--- config.mk ---
export PLATFORM = sky130hd
export DESIGN_NAME = imul_unit
export DESIGN_NICKNAME = d
export VERILOG_FILES = /design/src/rtl/imul_pkg.sv /design/src/rtl/imul_pass_ctrl.sv /design/src/rtl/imul_datapath.sv /design/src/rtl/imul_deliver.sv /design/src/rtl/imul_unit.sv
export SDC_FILE = /design/constraint.sdc
export NUM_CORES = 2
export LEC_CHECK = 0
export ABC_AREA = 1
export ABC_CLOCK_PERIOD_IN_PS = 13200
export BUFFER_PORTS_ARGS = -buffer_cell sky130_fd_sc_hd__buf_2
export CAP_MARGIN = 20
export CORE_MARGIN = 2
export CORE_UTILIZATION = 28
export DETAILED_ROUTE_END_ITERATION = 16
export MAX_ROUTING_LAYER = met4
export SLEW_MARGIN = 10
export SYNTH_ARGS = -nofsm -noshare
export SYNTH_HDL_FRONTEND = slang
export SYNTH_SLANG_ARGS = --single-unit
--- constraint.sdc ---
create_clock -name clk -period 13.2 [get_ports clk]
set_clock_uncertainty 0.2 [all_clocks]
set_input_delay 1.98 -clock clk [delete_from_list [all_inputs] [get_ports clk]]
set_output_delay 1.98 -clock clk [all_outputs]
set_load 0.005 [all_outputs]
--- src/rtl/imul_pkg.sv ---
package imul_pkg;

  localparam int unsigned WORD_W  = 32;
  localparam int unsigned HALF_W  = WORD_W / 2;
  localparam int unsigned DWORD_W = 2 * WORD_W;
  localparam int unsigned X_W     = WORD_W + 1;
  localparam int unsigned Y_W     = HALF_W + 1;
  localparam int unsigned PP_W    = X_W + Y_W;
  localparam int unsigned PASS_W  = 3;
  localparam int unsigned CODE_W  = 4;
  localparam logic [CODE_W-1:0] LAST_CODE = 4'd9;

  typedef enum logic [CODE_W-1:0] {
    OP_SMUL16 = 4'd0,
    OP_SMULWH = 4'd1,
    OP_SMLA16 = 4'd2,
    OP_SMLAWH = 4'd3,
    OP_MUL    = 4'd4,
    OP_MLA    = 4'd5,
    OP_UMULL  = 4'd6,
    OP_SMULL  = 4'd7,
    OP_UMLAL  = 4'd8,
    OP_SMLAL  = 4'd9
  } op_e;

  typedef struct packed {
    logic [X_W-1:0] x;
    logic [Y_W-1:0] y;
  } arr_in_t;

  function automatic logic op_known(logic [CODE_W-1:0] c);
    return c <= LAST_CODE;
  endfunction

  function automatic logic op_long(op_e o);
    return o inside {OP_UMULL, OP_SMULL, OP_UMLAL, OP_SMLAL};
  endfunction

  function automatic logic op_sets_flags(op_e o, logic sf);
    return sf && (op_long(o) || o inside {OP_MUL, OP_MLA});
  endfunction

  function automatic logic [PASS_W-1:0] value_passes(op_e o);
    case (o)
      OP_SMUL16, OP_SMULWH:                   return PASS_W'(1);
      OP_SMLA16, OP_SMLAWH, OP_MUL, OP_MLA:   return PASS_W'(2);
      default:                                return PASS_W'(3);
    endcase
  endfunction

  // Flag forms add a settle pass and a flag pass after the value passes.
  function automatic logic [PASS_W-1:0] pass_total(op_e o, logic sf);
    return value_passes(o) + (op_sets_flags(o, sf) ? PASS_W'(2) : PASS_W'(0));
  endfunction

  // Edge (counted from the accepting edge) on which the low word is registered.
  function automatic logic [PASS_W-1:0] lo_edge(op_e o, logic sf);
    if (op_sets_flags(o, sf))             return pass_total(o, sf) - PASS_W'(1);
    else if (o inside {OP_SMLA16, OP_SMLAWH}) return pass_total(o, sf);
    else                                  return pass_total(o, sf) + PASS_W'(1);
  endfunction

  function automatic arr_in_t array_operands(op_e o, logic [WORD_W-1:0] a,
                                             logic [WORD_W-1:0] b, logic upper);
    arr_in_t r;
    logic [HALF_W-1:0] bh;
    bh = upper ? b[WORD_W-1:HALF_W] : b[HALF_W-1:0];
    case (o)
      OP_SMUL16, OP_SMLA16: begin
        r.x = {{(X_W-HALF_W){a[HALF_W-1]}}, a[HALF_W-1:0]};
        r.y = {bh[HALF_W-1], bh};
      end
      OP_SMULWH, OP_SMLAWH: begin
        r.x = {a[WORD_W-1], a};
        r.y = {bh[HALF_W-1], bh};
      end
      OP_SMULL, OP_SMLAL: begin
        r.x = {a[WORD_W-1], a};
        r.y = upper ? {bh[HALF_W-1], bh} : {1'b0, bh};
      end
      default: begin
        r.x = {1'b0, a};
        r.y = {1'b0, bh};
      end
    endcase
    return r;
  endfunction

  function automatic logic [PP_W-1:0] array_mul(logic [X_W-1:0] x, logic [Y_W-1:0] y);
    logic signed [PP_W-1:0] p;
    p = $signed(x) * $signed(y);
    return $unsigned(p);
  endfunction

  // Widen the array output; the word-by-halfword forms keep bits 47..16.
  function automatic logic [DWORD_W-1:0] scale_product(op_e o, logic [PP_W-1:0] pp);
    if (o inside {OP_SMULWH, OP_SMLAWH})
      return {{(DWORD_W-WORD_W){pp[HALF_W+WORD_W-1]}}, pp[HALF_W +: WORD_W]};
    else
      return {{(DWORD_W-PP_W){pp[PP_W-1]}}, pp};
  endfunction

  function automatic logic [DWORD_W-1:0] pass_step(op_e o, logic [PASS_W-1:0] k,
                                                   logic [DWORD_W-1:0] sum,
                                                   logic [DWORD_W-1:0] pp_ext,
                                                   logic [DWORD_W-1:0] acc);
    logic [DWORD_W-1:0] hi_term;
    hi_term = pp_ext << HALF_W;
    case (k)
      PASS_W'(0): return pp_ext;
      PASS_W'(1): begin
        case (o)
          OP_SMLA16, OP_SMLAWH:               return sum + acc;
          OP_MLA:                             return sum + hi_term + acc;
          OP_MUL, OP_UMULL, OP_SMULL,
          OP_UMLAL, OP_SMLAL:                 return sum + hi_term;
          default:                            return sum;
        endcase
      end
      PASS_W'(2): return (o inside {OP_UMLAL, OP_SMLAL}) ? sum + acc : sum;
      default:    return sum;
    endcase
  endfunction

  // Returns {N, Z}.
  function automatic logic [1:0] nz_of(logic [DWORD_W-1:0] v, logic is_long);
    if (is_long) return {v[DWORD_W-1], v == '0};
    else         return {v[WORD_W-1], v[WORD_W-1:0] == '0};
  endfunction

endpackage

--- src/rtl/imul_pass_ctrl.sv ---
module imul_pass_ctrl
  import imul_pkg::*;
(
  input  logic              clk,
  input  logic              rst_n,
  input  logic              start,
  input  logic [CODE_W-1:0] op_code,
  input  logic              set_flags,
  output logic              busy,
  output op_e               op_q,
  output logic              load,
  output logic              step,
  output logic [PASS_W-1:0] pass_idx,
  output logic              evt_lo_now,
  output logic              evt_lo_tail,
  output logic              evt_flags
);

  logic              busy_q;
  logic              sf_q;
  logic              tail_q;
  logic [PASS_W-1:0] cnt_q;
  logic [PASS_W-1:0] total;
  logic [PASS_W-1:0] lo_at;
  logic              accept;
  logic              last_pass;

  assign total     = pass_total(op_q, sf_q);
  assign lo_at     = lo_edge(op_q, sf_q);
  assign accept    = start && !busy_q && op_known(op_code);
  assign last_pass = busy_q && (cnt_q == total);

  assign busy        = busy_q;
  assign load        = accept;
  assign step        = busy_q;
  assign pass_idx    = cnt_q - PASS_W'(1);
  assign evt_lo_now  = busy_q && (cnt_q == lo_at);
  assign evt_lo_tail = tail_q && (lo_at == total + PASS_W'(1));
  assign evt_flags   = last_pass && op_sets_flags(op_q, sf_q);

  always_ff @(posedge clk) begin
    if (!rst_n) begin
      busy_q <= 1'b0;
      sf_q   <= 1'b0;
      tail_q <= 1'b0;
      cnt_q  <= '0;
      op_q   <= OP_SMUL16;
    end else begin
      tail_q <= last_pass;
      if (accept) begin
        busy_q <= 1'b1;
        cnt_q  <= PASS_W'(1);
        op_q   <= op_e'(op_code);
        sf_q   <= set_flags;
      end else if (busy_q) begin
        if (last_pass) busy_q <= 1'b0;
        else           cnt_q  <= cnt_q + PASS_W'(1);
      end
    end
  end

  AST_START_IGNORED: assert property (@(posedge clk) disable iff (!rst_n)
    busy_q && start |=> $stable(op_q) && $stable(sf_q));
  AST_BUSY_HELD: assert property (@(posedge clk) disable iff (!rst_n)
    busy_q && (cnt_q < total) |=> busy_q);
  AST_RESERVED_DROPPED: assert property (@(posedge clk) disable iff (!rst_n)
    start && !busy_q && !op_known(op_code) |=> !busy_q);

endmodule

--- src/rtl/imul_datapath.sv ---
module imul_datapath
  import imul_pkg::*;
(
  input  logic               clk,
  input  logic               rst_n,
  input  logic               load,
  input  logic               step,
  input  op_e                op,
  input  logic [PASS_W-1:0]  pass_idx,
  input  logic [WORD_W-1:0]  a_in,
  input  logic [WORD_W-1:0]  b_in,
  input  logic [DWORD_W-1:0] acc_in,
  output logic [DWORD_W-1:0] sum_q,
  output logic [DWORD_W-1:0] sum_next
);

  logic [WORD_W-1:0]  a_q;
  logic [WORD_W-1:0]  b_q;
  logic [DWORD_W-1:0] acc_q;
  arr_in_t            opnd;
  logic [PP_W-1:0]    pp;
  logic [DWORD_W-1:0] pp_ext;

  always_comb begin
    opnd     = array_operands(op, a_q, b_q, pass_idx == PASS_W'(1));
    pp       = array_mul(opnd.x, opnd.y);
    pp_ext   = scale_product(op, pp);
    sum_next = pass_step(op, pass_idx, sum_q, pp_ext, acc_q);
  end

  always_ff @(posedge clk) begin
    if (!rst_n) begin
      a_q   <= '0;
      b_q   <= '0;
      acc_q <= '0;
      sum_q <= '0;
    end else begin
      if (load) begin
        a_q   <= a_in;
        b_q   <= b_in;
        acc_q <= acc_in;
      end
      if (step) sum_q <= sum_next;
    end
  end

  AST_ZERO_SOURCE: assert property (@(posedge clk) disable iff (!rst_n)
    step && (pass_idx == PASS_W'(0)) && (b_q == '0) |=> sum_q == '0);

endmodule

--- src/rtl/imul_deliver.sv ---
module imul_deliver
  import imul_pkg::*;
(
  input  logic               clk,
  input  logic               rst_n,
  input  logic               evt_lo_now,
  input  logic               evt_lo_tail,
  input  logic               evt_flags,
  input  logic               is_long,
  input  logic [DWORD_W-1:0] sum_q,
  input  logic [DWORD_W-1:0] sum_next,
  output logic               res_lo_valid,
  output logic [WORD_W-1:0]  res_lo,
  output logic               res_hi_valid,
  output logic [WORD_W-1:0]  res_hi,
  output logic               flags_valid,
  output logic               flag_n,
  output logic               flag_z
);

  logic               fire_lo;
  logic [DWORD_W-1:0] pick;
  logic [1:0]         nz;
  logic               hi_pend_q;
  logic [WORD_W-1:0]  hi_hold_q;

  assign fire_lo = evt_lo_now || evt_lo_tail;
  assign pick    = evt_lo_now ? sum_next : sum_q;
  assign nz      = nz_of(sum_next, is_long);

  always_ff @(posedge clk) begin
    if (!rst_n) begin
      res_lo_valid <= 1'b0;
      res_lo       <= '0;
      res_hi_valid <= 1'b0;
      res_hi       <= '0;
      flags_valid  <= 1'b0;
      flag_n       <= 1'b0;
      flag_z       <= 1'b0;
      hi_pend_q    <= 1'b0;
      hi_hold_q    <= '0;
    end else begin
      res_lo_valid <= fire_lo;
      hi_pend_q    <= fire_lo && is_long;
      res_hi_valid <= hi_pend_q;
      flags_valid  <= evt_flags;
      if (fire_lo) begin
        res_lo    <= pick[WORD_W-1:0];
        hi_hold_q <= pick[DWORD_W-1:WORD_W];
      end
      if (hi_pend_q) res_hi <= hi_hold_q;
      if (evt_flags) {flag_n, flag_z} <= nz;
    end
  end

  AST_HI_AFTER_LO: assert property (@(posedge clk) disable iff (!rst_n)
    res_hi_valid |-> $past(res_lo_valid));
  AST_FLAGS_APART: assert property (@(posedge clk) disable iff (!rst_n)
    flags_valid |-> !res_lo_valid);
  AST_WORDS_APART: assert property (@(posedge clk) disable iff (!rst_n)
    res_lo_valid |-> !res_hi_valid);

endmodule

--- src/rtl/imul_unit.sv ---
module imul_unit
  import imul_pkg::*;
(
  input  logic        clk,
  input  logic        rst_n,
  input  logic        start,
  input  logic [3:0]  op_code,
  input  logic        set_flags,
  input  logic [31:0] src_a,
  input  logic [31:0] src_b,
  input  logic [63:0] acc_in,
  output logic        busy,
  output logic        res_lo_valid,
  output logic [31:0] res_lo,
  output logic        res_hi_valid,
  output logic [31:0] res_hi,
  output logic        flags_valid,
  output logic        flag_n,
  output logic        flag_z
);

  op_e                op_q;
  logic               load;
  logic               step;
  logic [PASS_W-1:0]  pass_idx;
  logic               evt_lo_now;
  logic               evt_lo_tail;
  logic               evt_flags;
  logic [DWORD_W-1:0] sum_q;
  logic [DWORD_W-1:0] sum_next;

  imul_pass_ctrl u_ctrl (
    .clk         (clk),
    .rst_n       (rst_n),
    .start       (start),
    .op_code     (op_code),
    .set_flags   (set_flags),
    .busy        (busy),
    .op_q        (op_q),
    .load        (load),
    .step        (step),
    .pass_idx    (pass_idx),
    .evt_lo_now  (evt_lo_now),
    .evt_lo_tail (evt_lo_tail),
    .evt_flags   (evt_flags)
  );

  imul_datapath u_dp (
    .clk      (clk),
    .rst_n    (rst_n),
    .load     (load),
    .step     (step),
    .op       (op_q),
    .pass_idx (pass_idx),
    .a_in     (src_a),
    .b_in     (src_b),
    .acc_in   (acc_in),
    .sum_q    (sum_q),
    .sum_next (sum_next)
  );

  imul_deliver u_out (
    .clk          (clk),
    .rst_n        (rst_n),
    .evt_lo_now   (evt_lo_now),
    .evt_lo_tail  (evt_lo_tail),
    .evt_flags    (evt_flags),
    .is_long      (op_long(op_q)),
    .sum_q        (sum_q),
    .sum_next     (sum_next),
    .res_lo_valid (res_lo_valid),
    .res_lo       (res_lo),
    .res_hi_valid (res_hi_valid),
    .res_hi       (res_hi),
    .flags_valid  (flags_valid),
    .flag_n       (flag_n),
    .flag_z       (flag_z)
  );

  AST_RESET_QUIET: assert property (@(posedge clk)
    !rst_n |=> !busy && !res_lo_valid && !res_hi_valid && !flags_valid);

endmodule

==> out/results.tsv <==
metric	value	unit
top_reg_cell synth	dfxtp_1	
Chip Width	419.5	um
Comb pwr share	0.769	
CTS buffer count	44	
worst min-delay path class	reg -> reg	
CP most frequent cell	nand2_1	
Reg2Reg Capture Point	u_out.flag_z$_SDFFE_PN0P_	
clock latency on the worst-skew pair	0.71	ns
Clock Power Share	0.123	
initial antenna violation count	20	
most frequent cells in the layout	nand2_1, inv_1, nor2_1, buf_4, fa_1	
vias in the first global route	52550	
worst min-delay path startpoint	u_dp.a_q[24]$_SDFFE_PN0P_	
most common cell after layout, fill and taps aside	nand2_1	
TritonCTS Sinks	304	
status	finished clean	
Pleak	30.22	nW
Slew @ Worst Pin	1.077	ns
CP required	13.60	ns
crit path time final	12.70	ns
slowest cell on the critical path	fa_1	
cell taking the most area after synthesis	fa_1	
Root Buffer	clkbuf_16	
syn_nets	8548	
fmax	0.07877	GHz
Yosys reg bits	304	
Hold Path Depth	2	
Die Y-Extent	419.5	um
PwrDens	174.7	nW/um2
Sequential Power Share	0.108	
io pins	206	
placed insts	10740	
# nets final	9438	
CP Class	reg -> reg	
Vias	53960	
R2R Path Start	u_ctrl.cnt_q[0]$_SDFFE_PN0P_	
ys async rst share	0	
flop2flop setup slack	0.50	ns
Post-synth EDFFs	0	
WHS Endpoint	u_dp.a_q[24]$_SDFFE_PN0P_	
GPL Wtd Cong	1.057	
Area growth, synth to finish	24.49	%
full die area	176000	um2
Final Core Density	0.3508	
first-pass GRT wire length	373500	um
final WL	262000	um
Port Buf Inserts	205	
starting density of the core	0.2818	
internal power	4.972	mW
Synth warnings	0	
row count	152	
final max-slew violation count	0	
Critical Path End Type	flop	
DR iter-0 viols	5620	
core box area	171500	um2
Mapped Area	48340	um2
Reg clk slew, reported paths	0.07	ns
slowest cell delay on critical path	0.61	ns
Net Switching	5.540	mW
CP arrival	13.09	ns
sequential share of the synthesized area	0.1259	
syn avg cell area	6.370	um2
GRT Total Usage	0.3029	
Clock H-tree levels	2	
switching power share of the total	0.5270	
Clock Tree Buf Depth	3	
CTS tree	yes	
fillers	18970	
Final period util	0.9618	
Hold-fix buffers, CTS	0	
# setup viols final	0	
DP HPWL	224200	um
routed len/inst	24.18	um
worst hold slack	0.2489	ns
Rel. slew slack	0.2814	
Setup crit start kind	flop	
post-route ant nets	0	
largest net degree at the start of global routing	68	
Netlist cell types	62	
total grt overflow	0	
share of cells above drive strength 1	0.1596	
setup TNS	0	ns
Worst VDD drop	107.1	uV
Final Non-Filler Cells	10840	
depth of the most critical reg-to-reg path	64	
worst-path fanout max	17	
TritonRoute pass-1 iters	6	
Max Cap Violations	0	
Area contributors post-synth	fa_1, nand2_1, dfxtp_1	
synthesized netlist cell count	7588	
area share of the largest cell type after synthesis	0.2232	
Fin. Hold Viols	0	
DRC viols	0	
drt via density	4.980	
[final cells by class]
cell class | instances | area [um2] | share of cell area
clock inverter | 26 | 311.5 | 0.005177
sequential | 304 | 6088 | 0.1012
inverter | 1462 | 5494 | 0.09130
timing repair buffer | 1082 | 7945 | 0.1320
tap | 2310 | 2890 | 0.04803
multi-input combinational | 5584 | 36210 | 0.6018
clock buffer | 56 | 1206 | 0.02004
antenna | 11 | 27.53 | 0.0004574
[synthesized netlist by cell type (4+ instances only)]
cell type,n
o22ai_1,7
nor2_1,990
a31oi_1,31
nand2_1,1888
or2_2,22
o21bai_1,43
o211ai_1,56
buf_1,16
o21a_1,17
ha_1,285
nor3_1,46
a22oi_1,5
xnor2_1,26
nand3b_1,22
fa_1,539
nor3b_1,4
nand3_1,384
a211oi_1,6
a221oi_1,11
clkbuf_1,197
inv_1,1431
inv_2,22
nand3_2,9
buf_2,21
nand4_1,86
nand2_2,17
clkinv_1,7
and2_1,23
nor4_1,6
a21o_1,11
dfxtp_1,304
o21ai_1,19
xor2_1,45
o21ai_0,478
a21oi_1,450
nor2_2,15
[worst max-delay path: cells and delay by family, from the launching register on]
family	cells	cell delay, ns
DFF	1	0.37
AOI/OAI and AO/OA	4	0.75
adders and majority gates	10	4.46
xor gates and xnor gates	2	0.37
and+or+nand+nor	34	4.48
buffers and inverters	14	1.97
[cells by family (layout without fill, tap and decap cells)]
| family | after synthesis | after routing | synth area share |
|---|---|---|---|
| AO/OA/AOI/OAI | 1153 | 1153 | 0.1299 |
| XOR/XNOR | 72 | 72 | 0.01320 |
| adder cells (fa/ha/maj) | 824 | 824 | 0.2970 |
| buffers and inverters | 1702 | 2626 | 0.1334 |
| flip-flops | 304 | 304 | 0.1259 |
| multiplexers | 2 | 2 | 0.0004142 |
| other | 0 | 11 | 0 |
| AND/OR/NAND/NOR | 3531 | 3533 | 0.3001 |
[worst max path at each step]
stage                                endpoint                    startpoint  slack (ns)  cells past startpoint
floorplan           u_out.flag_z$_SDFFE_PN0P_  u_ctrl.cnt_q[1]$_SDFFE_PP0P_        2.30                     64
global placement    u_out.flag_z$_SDFFE_PN0P_  u_ctrl.cnt_q[0]$_SDFFE_PN0P_       -1.11                     59
detailed placement  u_out.flag_z$_SDFFE_PN0P_  u_ctrl.cnt_q[0]$_SDFFE_PN0P_       -0.09                     66
CTS                 u_out.flag_z$_SDFFE_PN0P_  u_ctrl.cnt_q[0]$_SDFFE_PN0P_        0.06                     60
global route        u_out.flag_z$_SDFFE_PN0P_  u_ctrl.cnt_q[0]$_SDFFE_PN0P_       -0.05                     71
finish              u_out.flag_z$_SDFFE_PN0P_  u_ctrl.cnt_q[0]$_SDFFE_PN0P_        0.50                     64
[layer usage]
layer | global-route usage | share of wire | vias up
met5 | - | 0 | -
met1 | 0.3964 | 0.44 | 25950
met3 | 0.04780 | 0.076 | 429
li1 | - | - | 25360
met4 | 0.1362 | 0.052 | 0
met2 | 0.4592 | 0.44 | 2216
[state kept, by name, indices dropped and copies added, names as in the netlist, 3 cells and up]
register         cells
u_dp.acc_q          64
u_out.res_hi        32
u_ctrl.cnt_q         3
u_dp.b_q            32
u_ctrl.op_q          4
u_dp.sum_q          64
u_out.res_lo        32
u_dp.a_q            32
u_out.hi_hold_q     32
[power groups by stage]
stage	sequential [mW]	clock, mW	combinational [mW]
after floorplan	1.06	0	3.59
after global placement	1.15	0	7.86
after detailed placement	1.15	0	7.83
after CTS	1.13	1.32	7.89
after global routing	1.13	1.35	8.67
final	1.13	1.29	8.09
[stage by stage]
stage	area [um2]	setup slack, ns	total power [mW]
global route	60170	-0.04690	11.15
floorplan	48340	2.296	4.646
detailed placement	58260	-0.09081	8.984
global placement	58260	-1.113	9.014
finish	60170	0.5045	10.51
CTS	59790	0.06185	10.34
[what timing repair did]
item | 4_1_cts | 5_1_grt
pin swaps | 0 | 8
buffers inserted | 0 | 5
gates resized for setup | 2 | 89
cloned | 0 | 2
endpoints found under the setup margin | 2 | 49
Note: power is estimated with default switching activity, not from simulation.
